<file path="src/rtl/spi_cmd_pkg.sv">
package spi_cmd_pkg;
  localparam int DEF_CMD_W   = 4;
  localparam int DEF_DATA_W  = 12;
  localparam int DEF_CONF_W  = 8;
  localparam int DEF_STAGES  = 2;

  typedef enum logic {
    FR_IDLE  = 1'b0,
    FR_SHIFT = 1'b1
  } frame_state_t;
endpackage

</file>
<file path="src/rtl/spi_cmd_sync.sv">
module spi_cmd_sync #(
  parameter int WIDTH  = 3,
  parameter int STAGES = 2,
  parameter logic [WIDTH-1:0] RST_VAL = '0
) (
  input  logic             clk,
  input  logic             rst,
  input  logic [WIDTH-1:0] din,
  output logic [WIDTH-1:0] dout
);
  logic [WIDTH-1:0] stage_q [STAGES];

  genvar g;
  generate
    for (g = 0; g < STAGES; g++) begin : g_stage
      if (g == 0) begin : g_first
        always_ff @(posedge clk) begin
          if (rst) stage_q[g] <= RST_VAL;
          else     stage_q[g] <= din;
        end
      end else begin : g_next
        always_ff @(posedge clk) begin
          if (rst) stage_q[g] <= RST_VAL;
          else     stage_q[g] <= stage_q[g-1];
        end
      end
    end
  endgenerate

  assign dout = stage_q[STAGES-1];
endmodule

</file>
<file path="src/rtl/spi_cmd_shifter.sv">
module spi_cmd_shifter
  import spi_cmd_pkg::*;
#(
  parameter int WORD_W = 16
) (
  input  logic              clk,
  input  logic              rst,
  input  logic              sck_s,
  input  logic              mosi_s,
  input  logic              csn_s,
  output logic [WORD_W-1:0] word_o,
  output logic              done_o
);
  localparam int CNT_MAX = WORD_W + 1;
  localparam int CNT_W   = $clog2(CNT_MAX + 1);

  frame_state_t      state_q;
  logic              sck_q;
  logic              csn_q;
  logic [CNT_W-1:0]  cnt_q;
  logic [WORD_W-1:0] shift_q;

  logic sck_rise;
  logic cs_fall;
  logic cs_rise;

  assign sck_rise = sck_s & ~sck_q;
  assign cs_fall  = ~csn_s & csn_q;
  assign cs_rise  = csn_s & ~csn_q;

  always_ff @(posedge clk) begin
    if (rst) begin
      sck_q <= 1'b0;
      csn_q <= 1'b1;
    end else begin
      sck_q <= sck_s;
      csn_q <= csn_s;
    end
  end

  always_ff @(posedge clk) begin
    if (rst) begin
      state_q <= FR_IDLE;
      cnt_q   <= '0;
      shift_q <= '0;
      word_o  <= '0;
      done_o  <= 1'b0;
    end else begin
      done_o <= 1'b0;
      case (state_q)
        FR_IDLE: begin
          if (cs_fall) begin
            state_q <= FR_SHIFT;
            cnt_q   <= '0;
          end
        end
        FR_SHIFT: begin
          if (cs_rise) begin
            state_q <= FR_IDLE;
            if (cnt_q == CNT_W'(WORD_W)) begin
              word_o <= shift_q;
              done_o <= 1'b1;
            end
          end else if (sck_rise) begin
            shift_q <= {shift_q[WORD_W-2:0], mosi_s};
            if (cnt_q != CNT_W'(CNT_MAX)) cnt_q <= cnt_q + 1'b1;
          end
        end
        default: state_q <= FR_IDLE;
      endcase
    end
  end
endmodule

</file>
<file path="src/rtl/spi_cmd_decode.sv">
module spi_cmd_decode #(
  parameter int CMD_W  = 4,
  parameter int DATA_W = 12,
  parameter int CONF_W = 8,
  parameter logic [CMD_W-1:0] CONF_OPCODE = 4'h1
) (
  input  logic                    clk,
  input  logic                    rst,
  input  logic [CMD_W+DATA_W-1:0] word_i,
  input  logic                    done_i,
  output logic [CMD_W-1:0]        cmd,
  output logic [DATA_W-1:0]       data,
  output logic                    cmd_valid,
  output logic [CONF_W-1:0]       conf_reg
);
  logic [CMD_W-1:0]  op_w;
  logic [DATA_W-1:0] arg_w;

  assign op_w  = word_i[CMD_W+DATA_W-1 -: CMD_W];
  assign arg_w = word_i[DATA_W-1:0];

  always_ff @(posedge clk) begin
    if (rst) begin
      cmd       <= '0;
      data      <= '0;
      cmd_valid <= 1'b0;
      conf_reg  <= '0;
    end else begin
      cmd_valid <= done_i;
      if (done_i) begin
        cmd  <= op_w;
        data <= arg_w;
        if (op_w == CONF_OPCODE) conf_reg <= arg_w[CONF_W-1:0];
      end
    end
  end
endmodule

</file>
<file path="src/rtl/spi_cmd_rx.sv">
module spi_cmd_rx
  import spi_cmd_pkg::*;
#(
  parameter int CMD_W   = DEF_CMD_W,
  parameter int DATA_W  = DEF_DATA_W,
  parameter int CONF_W  = DEF_CONF_W,
  parameter int STAGES  = DEF_STAGES,
  parameter logic [CMD_W-1:0] CONF_OPCODE = 4'h1
) (
  input  logic              clk,
  input  logic              rst,
  input  logic              sck,
  input  logic              mosi,
  input  logic              cs_n,
  output logic [CMD_W-1:0]  cmd,
  output logic [DATA_W-1:0] data,
  output logic              cmd_valid,
  output logic [CONF_W-1:0] conf_reg
);
  localparam int WORD_W = CMD_W + DATA_W;

  logic [2:0]        pins_s;
  logic [WORD_W-1:0] frame_word;
  logic              frame_done;

  spi_cmd_sync #(
    .WIDTH   (3),
    .STAGES  (STAGES),
    .RST_VAL (3'b100)
  ) u_sync (
    .clk  (clk),
    .rst  (rst),
    .din  ({cs_n, sck, mosi}),
    .dout (pins_s)
  );

  spi_cmd_shifter #(
    .WORD_W (WORD_W)
  ) u_shift (
    .clk    (clk),
    .rst    (rst),
    .sck_s  (pins_s[1]),
    .mosi_s (pins_s[0]),
    .csn_s  (pins_s[2]),
    .word_o (frame_word),
    .done_o (frame_done)
  );

  spi_cmd_decode #(
    .CMD_W       (CMD_W),
    .DATA_W      (DATA_W),
    .CONF_W      (CONF_W),
    .CONF_OPCODE (CONF_OPCODE)
  ) u_dec (
    .clk       (clk),
    .rst       (rst),
    .word_i    (frame_word),
    .done_i    (frame_done),
    .cmd       (cmd),
    .data      (data),
    .cmd_valid (cmd_valid),
    .conf_reg  (conf_reg)
  );
endmodule

</file>
<file path="config.mk">
export PLATFORM = sky130hd
export DESIGN_NAME = spi_cmd_rx
export DESIGN_NICKNAME = d
export VERILOG_FILES = /design/src/rtl/spi_cmd_pkg.sv /design/src/rtl/spi_cmd_sync.sv /design/src/rtl/spi_cmd_shifter.sv /design/src/rtl/spi_cmd_decode.sv /design/src/rtl/spi_cmd_rx.sv
export SDC_FILE = /design/constraint.sdc
export NUM_CORES = 1
export LEC_CHECK = 0
export BUFFER_PORTS_ARGS = -buffer_cell sky130_fd_sc_hd__buf_4
export CORE_MARGIN = 10
export CORE_UTILIZATION = 56
export DETAILED_ROUTE_END_ITERATION = 7
export GPL_ROUTABILITY_DRIVEN = 0
export GPL_TIMING_DRIVEN = 1
export PLACE_DENSITY = 0.82
export SYNTH_ARGS = -nofsm -noshare
export SYNTH_HDL_FRONTEND = slang
export SYNTH_SLANG_ARGS = --single-unit
</file>
<file path="constraint.sdc">
create_clock -name clk -period 1.9 [get_ports clk]
set_clock_uncertainty 0.1 [all_clocks]
set_input_delay 0.095 -clock clk [delete_from_list [all_inputs] [get_ports clk]]
set_output_delay 0.095 -clock clk [all_outputs]
set_load 0.01 [all_outputs]
</file>
# Word level (Yosys, flattened, before mapping)
# Memory sizes are Yosys's and may differ from the RTL's.
# Index checks and enable logic that the tools add are counted.
# totals
register_bits	66
latch_bits	0
ramBits	6
rom_bits	0
input_bits	5
out_inout_bits	25
wordCells	49
n_memories	1
# classes
n_addsub	1
multipliers	0
n_div	0
n_lt_le_gt_ge	0
n_eq_ne	7
n_shift	0
mux	14
bitwise	10
reduce_logical	5
# memory_table
memory	words	word_bits	read_ports	rd_ports_with_merged_regs	write_ports	line_no	rtl
u_sync.stage_q	2	3	2	0	2	spi_cmd_sync.sv:11	logic [WIDTH-1:0] stage_q [STAGES];
# op_table
op	n
$mux 5	4
$pmux 5 s2	1
$mux 1	6
$mux 3	2
$ne 2x2->1 const B	3
$reduce_and 3->1	2
$add 5x1->5 const B	1
$eq 5x5->1 const B	1
$ne 5x5->1 const B	1
$not 1->1	5
$eq 4x1->1 const B	1
$reduce_and 4->1	1
$and 1x1->1	3
$reduce_or 3->1	1
$ne 2x1->1 const B	1
$or 1x1->1	2
$pmux 1 s2	1
$reduce_and 2->1	1

# Logic depth before layout (Yosys ltp)
# Gate-level depths: netlist of run 1.
# depth
ltp_word	5
mapped_depth	8

# Modules after synthesis
# A second synthesis of run 1 with hierarchy kept.
# hier_totals
cells_unflattened	255
area_unflattened_um2	2711.4
# by_module_without_submodules
module	instances	cells_each	area_per_inst_um2	seq_area_each_um2
spi_cmd_shifter	1	153	1589.0	820.8
spi_cmd_decode	1	90	964.7	500.5
spi_cmd_sync	1	12	157.7	120.1

# Least setup slack after synthesis of run 1
# Ideal clock, no wire load.
# synth_timing
path_type	register to register
start	reg u_shift.cnt_q[0]
end	reg u_shift.word_o[10]
setup_time_ns	0.128
arrival_ns	1.471
required_ns	1.672
setup_slack_ns	0.201
path_stages_with_launch	9
path_buffers	2
synth_period_minus_slack_ns	1.699
cell_sequence	dfxtp_1 inv_1 ha_1 nand3b_1 or4_4 buf_6 buf_6 mux2i_1 nor2_1
# synth_between
elab_chain_cells	2
# synth_rtl
item	line_no	rtl
start, declared	spi_cmd_shifter.sv:20	logic [CNT_W-1:0] cnt_q;
start signal, assigned	spi_cmd_shifter.sv:66	if (cnt_q != CNT_W'(CNT_MAX)) cnt_q <= cnt_q + 1'b1;
$eq 5x5->1	spi_cmd_shifter.sv:60	if (cnt_q == CNT_W'(WORD_W)) begin
$reduce_and 3->1 (no source line)	n/a	
end signal, assigned	spi_cmd_shifter.sv:61	word_o <= shift_q;
end, declared	spi_cmd_shifter.sv:11	output logic [WORD_W-1:0] word_o,
# No other way between the ends.
# A chain may end at the register's enable or synchronous reset.

# Worst setup path after layout of run 1
# layout_timing
start	reg u_shift.cnt_q[0]
end	reg u_shift.word_o[8]
# Same word-level chain as after synthesis.

==> flow_results.org, run 1 <==
** Outcome
- Outcome :: completed

** Clock tree
- The later pin in the worst-skew pair is clocked with a latency of between 0.3 and 0.4 ns.
- Number of CTS-inserted buffers :: 9
- In this run the post-CTS setup repair buffer count came out at 0.
- TritonCTS built the clock tree.
- The tree is rooted in a clkbuf_8.
- The H-tree was split into 3 levels.
- Clk slew on worst S/H paths :: about 0.070 ns
- Clock tree synthesis found a total of just over 70 sinks.
- Buffer depth of the longest clock path :: 2

** Cells and area
- For this run, the post-layout net count is 305.
- Antenna diode instance count :: 0
- Share of cells above drive strength 1 :: between 10% and 20%
- Filler Cell Count :: approximately 340
- In the final layout, the registers with the most flip-flops are u_shift.shift_q (16), u_shift.word_o (16), u_dec.data (12).
- Relative to the synthesized area, the layout overhead comes to 16.6%.

** Timing
- The tightest hold path in the finished design has a slack of roughly 0.17 ns.
- In the finished design, the share of the clock period the worst path needs comes to just over 90%.
- The routed design could run at a clock period as short as about 1.8 ns.
- Static timing analysis puts the maximum clock frequency at about 0.56 GHz.
- TNS Setup :: 0 ns
- In this run the tightest slew margin relative to its limit is 54.8%.
- Setup violations remaining at the end of the flow were counted as 0.
- RSZ-0062 raised after global routing :: false
- The max-slew violation count was 0.
- Total count of hold-check failures in the final report :: 0
- For the pin with the worst max-slew slack, the measured transition is 0.678 ns.

** GRT
- The initial antenna violation count came to 0.
- Total congestion overflow :: 0
- Pin count of the biggest net entering global routing :: 73
- Via count of the first global-routing pass :: between 1,500 and 2,000
- GR Util All Layers :: around 14%
- The first global-routing pass estimated 8290 um of wire.

** Logic synthesis
- Count of yosys warnings during synthesis :: 0
- #FFs+latches synth :: slightly above 70
- The most used flip-flop cell after synthesis is dfxtp_1.
- Mean instance size in the synthesized netlist :: between 9 and 10 um^2
- Syn Inst Count :: approximately 270
- Top-area cell type share of the netlist area :: a little under three fifths
- Number of enable flip-flop cells after synthesis :: 0
- Summing every instance area after synthesis gives 2600 um^2.
- Of all cell types, the one taking the most synthesized area is dfxtp_1.
- Net count after synthesis :: 275
- By area the synthesized netlist is led by dfxtp_1, mux2i_1, nor2_1.
- Summing the sequential cell areas from Yosys gives between 50 and 60% of the chip area.
- In the synthesized netlist the async set-or-reset flop fraction comes to 0%.
- Post-synth cell types :: 27

** Drt
- Total iterations of the first detailed-routing run :: 4
- Violation count after the first detailed-route iteration :: 131
- Antenna Violating Nets Remaining :: 0
- Routed wire length per instance :: approximately 14 um
- The final route contains about 1,900 vias.
- DR vias/cell :: 5.28
- The routed design has roughly 4900 um of wire.
- For this run, design rule violations remaining after detail routing come to 0.

** Setup path
- Data on the critical path arrives at its endpoint at approximately 1.9 ns.
- CP Max Fanout :: 17
- Endpoint class of the critical path :: flop
- The worst setup path is launched from a flop.
- Worst EP required :: ~2 ns
- The worst setup path is of the flop to flop kind.

** Pwr
- Peak supply drop :: approximately 0.63 mV
- Power spread over the standard cell area amounts to between 800 and 900 nW/um^2.
- Leak pwr :: roughly 1.3 nW

** Die
- Horiz. Die Dim :: slightly below 90 um
- Count of boundary I/O pins :: 30
- The total area inside the core boundary comes to 4410 um^2.
- Floorplan row count :: 24
- The die covers 7770 um^2.
- From bottom edge to top edge, the die measures between 80 and 90 um.
- Initial Util :: between 50% and 60%

** Run
- Max-cap violations in this run came to 0.

** Hold path
- The tightest min-delay check is of the primary input to flop type.

** Placement
- Buffers placed on the I/O ports in this run total 29.
- Detailed placement finished with a half-perimeter wire length of 3190 um.
-- final timing paths --
path,startpoint,to,slack (ns),depth (start not counted)
worst max-delay path,u_shift.cnt_q[0],u_shift.word_o[8],0.12,6
worst min-delay path,rst,u_dec.data[9],0.17,2
worst max register to register,u_shift.cnt_q[0],u_shift.word_o[8],0.12,6
worst min register to register,u_sync.stage_q[0][2],u_sync.stage_q[1][2],0.32,1
-- logic make-up after synthesis --
group           after synthesis  share of synthesized area (%)
buf+inv                      21                           3.85
fa+ha+maj                     3                           1.44
simple gates                104                           18.0
mux                          40                           15.4
flops                        72                           55.4
compound gates               27                           5.82
-- critical path, stage by stage, from the launching register on --
cell,delay [ns]
dfxtp_1,0.35
inv_1,0.09
ha_1,0.14
nand3b_1,0.07
or4_4,0.59
mux2i_1,0.24
nor2_1,0.07
-- cell usage in the layout, fill, tap and decap left out --
cell           Yosys  layout
nand4_1            1       1
or3_1              1       1
nand4bb_1          1       1
clkbuf_8           0      11
a31oi_1            3       3
nand2_1           34      34
dfxtp_1           72      72
mux2i_1           40      40
inv_1              3       3
clkbuf_1          11       1
o211ai_1           5       5
buf_4              1      33
clkinvlp_4         0       1
nand3_1            8       8
dlygate4sd3_1      0       3
or2_2              3       3
inv_2              1       1
a21oi_1           19      19
nor2b_1            7       7
or4_1              2       2
clkinv_2           0       2
nand3b_1           1       1
and3_1             1       1
or4_4              1       1
nor4b_1            1       1
nor2_1            41      41
nand2b_1           2       2
ha_1               3       3
-- stage by stage --
step                      cell area [um^2]  setup slack (ns)  instances  utilization, %  total power [mW]
after floorplan                       2600             0.201        267               -              1.59
after global placement                2830             0.204        335            64.1              1.60
after detailed placement              2830             0.116        335            64.1              1.60
after CTS                             3030             0.111        353            68.7              2.65
after global routing                  3030            0.0358        353            68.7              2.72
final                                 3030             0.123        353            68.7              2.63
-- synthesized netlist by cell type (all sizes together), types with 2 or more instances --
| cell type | instances |
|---|---|
| a21oi | 19 |
| dfxtp | 72 |
| inv | 4 |
| a31oi | 3 |
| mux2i | 40 |
| nand2b | 2 |
| nand2 | 34 |
| clkbuf | 11 |
| nor2b | 7 |
| or2 | 3 |
| nand3 | 8 |
| o211ai | 5 |
| buf | 6 |
| nor2 | 41 |
| or4 | 3 |
| ha | 3 |
-- layer usage --
layer	global-route usage (%)	up-vias	share of wire (%)
li1	-	949	-
met2	21.2	36	45
met3	5.66	6	6.4
met5	0	-	0
met4	7.42	0	1.3
met1	15.3	874	47
-- report_power, final --
part | switching, mW | internal [mW]
combinational | 0.0340 | 0.0179
clock | 0.521 | 0.534
sequential | 0.00311 | 1.52
total | 0.558 | 2.07
-- final cells by class --
type	instances	area [um^2]	share of cell area (%)
clock inverters	3	17.5	0.578
well taps	52	65.1	2.15
inverters	4	15.0	0.495
flip-flops and latches	72	1440	47.6
clock buffers	12	155	5.12
multi-input cells	174	1060	34.9
repair buffers	36	278	9.17
-- what timing repair did --
item,CTS,global route
hold buffers,3,0
hold endpoints to repair,3,0
gates resized for setup,0,0
No activity file was read; power rests on OpenSTA's default activity.
==> inputs of run 2 (changes only) <==
PLACE_DENSITY = unset   (was 0.82)
PLACE_DENSITY_LB_ADDON = 0.25   (was unset)
==> run 2 against run 1 <==
Critical path depth unchanged. Via count decreased by 1.6%. Power increased by 3.7%. Global-route usage decreased by 1.1 points. Routed wire length decreased by 4.0%. Utilization increased by 0.51 points. Count of clock-buffer cells in the layout decreased by 1. First-iteration DRC count decreased by 19%. Non-clock buffer count increased by 1. Register-to-register slack improved by 0.03 ns. Critical endpoint is now u_shift.cnt_q[2]. Highest routed layer unchanged.
==> flow_results.org, run 2 (synthesis results as in run 1) <==
** Cells and area
- The post-synthesis to final-layout area growth is 17.4% (was 16.6%).
- Leading cell type in the layout, fill and taps excluded :: dfxtp_1 (unchanged)
- Largest registers: u_shift.shift_q (16), u_shift.word_o (16), u_dec.data (12) (unchanged).
- The share of final-layout standard cells stronger than drive strength 1 was 17.5% (was 17.3%).
- Footprint of the multi-input gates :: 1060 um^2 (unchanged)
- The footprint of the flip-flops and latches came to 1440 um^2 (unchanged).
- Fin cells :: 355 (was 353)
- Most used cells in the layout excluding fill and tap cells: dfxtp_1, nor2_1, mux2i_1 (unchanged).
- The number of filler instances in the final layout was 347 (was 344).
- The net count reported at finish was 306 (was 305).
- Antenna diode instance count :: 0 (unchanged)

** Drt
- The routed via count divided by cell count was 5.17 (was 5.28).
- The aggregate routed wire length came to 4690 um (was 4890 um).
- The mean routed wirelength per cell came to 13.2 um (was 13.8 um).
- The count of nets left with antenna violations after detail routing is 0 (unchanged).
- Count of unresolved DRC violations after routing :: 0 (unchanged)
- Number of vias in the routed layout :: 1,836 (was 1,865)
- Total iterations of the first detailed-routing run :: 4 (unchanged)
- Violation count after the first detailed-route iteration :: 106 (was 131)

** Outcome
- Outcome :: completed (unchanged)

** Clock tree
- Number of CTS-inserted buffers :: 9 (unchanged)
- Number of clock sinks :: 72 (unchanged)
- Clock tree root buffer cell :: clkbuf_8 (unchanged)
- Clock tree from TritonCTS :: done (unchanged)
- Clk slew on worst S/H paths :: 0.07 ns (about the same)
- Buffer depth of the longest clock path :: 2 (unchanged)
- The clock latency reported for the late side of the worst-skew pair was 0.34 ns (about the same).
- The number of setup buffers added after CTS was 0 (unchanged).
- Deepest level of the CTS H-tree :: 3 (unchanged)

** Die
- Horiz. Die Dim :: 88.1 um (unchanged)
- Vert. Die Dim :: 88.1 um (unchanged)
- Count of boundary I/O pins :: 30 (unchanged)
- DIE AREA :: 7770 um^2 (unchanged)
- The number of core rows was 24 (unchanged).
- The placeable core region was 4410 um^2 (unchanged).
- Initial Util :: 58.9% (unchanged)

** GRT
- The total routing resource utilization after global routing was 12.4% (was 13.5%).
- The residual overflow from global routing is 0 (unchanged).
- The maximum number of pins on one net before global-route repair came to 73 (unchanged).
- Via count of the first global-routing pass :: 1,696 (was 1,866)
- The initial antenna violation count came to 0 (unchanged).
- The first-pass GRT wire length is 7660 um (was 8290 um).

** Pwr
- The power consumption was 2.72 mW (was 2.63 mW).
- The total power per unit cell area is 892 nW/um^2 (was 867 nW/um^2).
- The static leakage came to 1.30 nW (was 1.29 nW).
- The peak supply drop came to 0.710 mV (was 0.632 mV).

** Setup path
- The type of origin of the critical path was a flop (unchanged).
- The launching instance or port of the critical path is u_shift.cnt_q[1] (was u_shift.cnt_q[0]).
- The type of the setup path with the least slack is flop to flop (unchanged).
- The cell count of the worst reg-to-reg path is 6 (unchanged).
- End of the worst register-to-register path :: u_shift.cnt_q[2] (was u_shift.word_o[8])
- CP Max Fanout :: 4 (was 17)
- The kind of end point of the critical path is a flop (unchanged).
- Minimum setup slack among reg-to-reg paths :: 0.15 ns (was 0.12 ns)
- The arrival time at the worst endpoint came to 1.92 ns (was 1.88 ns).
- Start of the worst register-to-register path :: u_shift.cnt_q[1] (was u_shift.cnt_q[0])
- Critical path destination :: u_shift.cnt_q[2] (was u_shift.word_o[8])
- The data required time at the worst endpoint was 2.07 ns (was 2.00 ns).

** Placement
- The total placed cells including tap cells came to 336 (was 335).
- Port Buffer Count :: 29 (unchanged)
- The detailed placement HPWL was 3070 um (was 3190 um).

** Timing
- Number of max-slew violations in the final report :: 0 (unchanged)
- Final setup violation count :: 0 (unchanged)
- Fmax :: 0.572 GHz (was 0.563 GHz)
- RSZ-0062 raised after global routing: false (unchanged).
- Actual slew at the worst max-slew pin :: 0.685 ns (was 0.678 ns)
- Minimum hold slack :: 0.166 ns (was 0.168 ns)
- Ratio of final minimum period to clock period :: 92.0% (was 93.5%)
- Total count of hold-check failures in the final report :: 0 (unchanged)
- The normalized max-slew margin came to 54.4% (was 54.8%).
- Post-route minimum period :: 1.75 ns (was 1.78 ns)
- TNS Setup :: 0 ns (unchanged)

** Run
- The count of maximum capacitance violations is 0 (unchanged).

** Hold path
- Path class of the lowest-slack min-delay path :: primary input to flop (unchanged)
- The cell depth of the worst hold path is 2 (unchanged).
[run 2: cell count changes in the layout (fill, tap and decap cells not counted), sizes merged]
cell and change:
buf +1, bufinv +1, clkbuf -1, inv +1
[run 2: power by group]
group	total (mW)	internal (mW)	switching, mW
combinational	0.0527	0.0181	0.0345
sequential	1.52	1.52	0.00287
clock	1.15	0.607	0.544
total	2.72	2.14	0.581
[run 2: worst min-delay path by stage]
stage,slack [ns],start,end
2_1_floorplan,0.1,cs_n,u_sync.stage_q[0][2]
3_3_place_gp,0.18,cs_n,u_sync.stage_q[0][2]
3_5_place_dp,0.19,cs_n,u_sync.stage_q[0][2]
4_1_cts,0.17,rst,u_dec.data[8]
5_1_grt,0.21,rst,u_shift.word_o[14]
6_report,0.17,rst,u_dec.data[8]
[run 2: layout make-up]
type,count,area share (%)
clock inverter,5,1.84
multi-input combinational,174,34.7
sequential,72,47.2
inverter,4,0.492
tap,52,2.13
timing repair buffer,37,9.34
clock buffer,11,4.30
[run 2: worst max-delay path, stage by stage, from the launching register on]
cell and delay, ns:
dfxtp_1 0.39, inv_1 0.08, ha_1 0.18, nand4bb_1 0.15, nand4_1 0.21, or4_1 0.44, a31oi_1 0.13
[run 2: layer usage]
layer,wire [um],GRT usage (%),up-vias
li1,-,-,957
met2,1950,18.1,42
met4,127,7.56,0
met1,2280,14.9,825
met5,0,0,-
met3,335,5.01,12
[run 2: metrics by stage]
step,utilization (%),cell area [um^2],setup slack (ns)
floorplan,-,2600,0.201
global placement,64.2,2840,0.198
detailed placement,64.2,2840,0.159
CTS,69.2,3050,0.143
global route,69.2,3050,0.0209
finish,69.2,3050,0.151
[run 2: repair_timing]
item                      4_1_cts  5_1_grt
hold endpoints to repair        3        0
resized for setup               0        0
hold buffers                    3        0
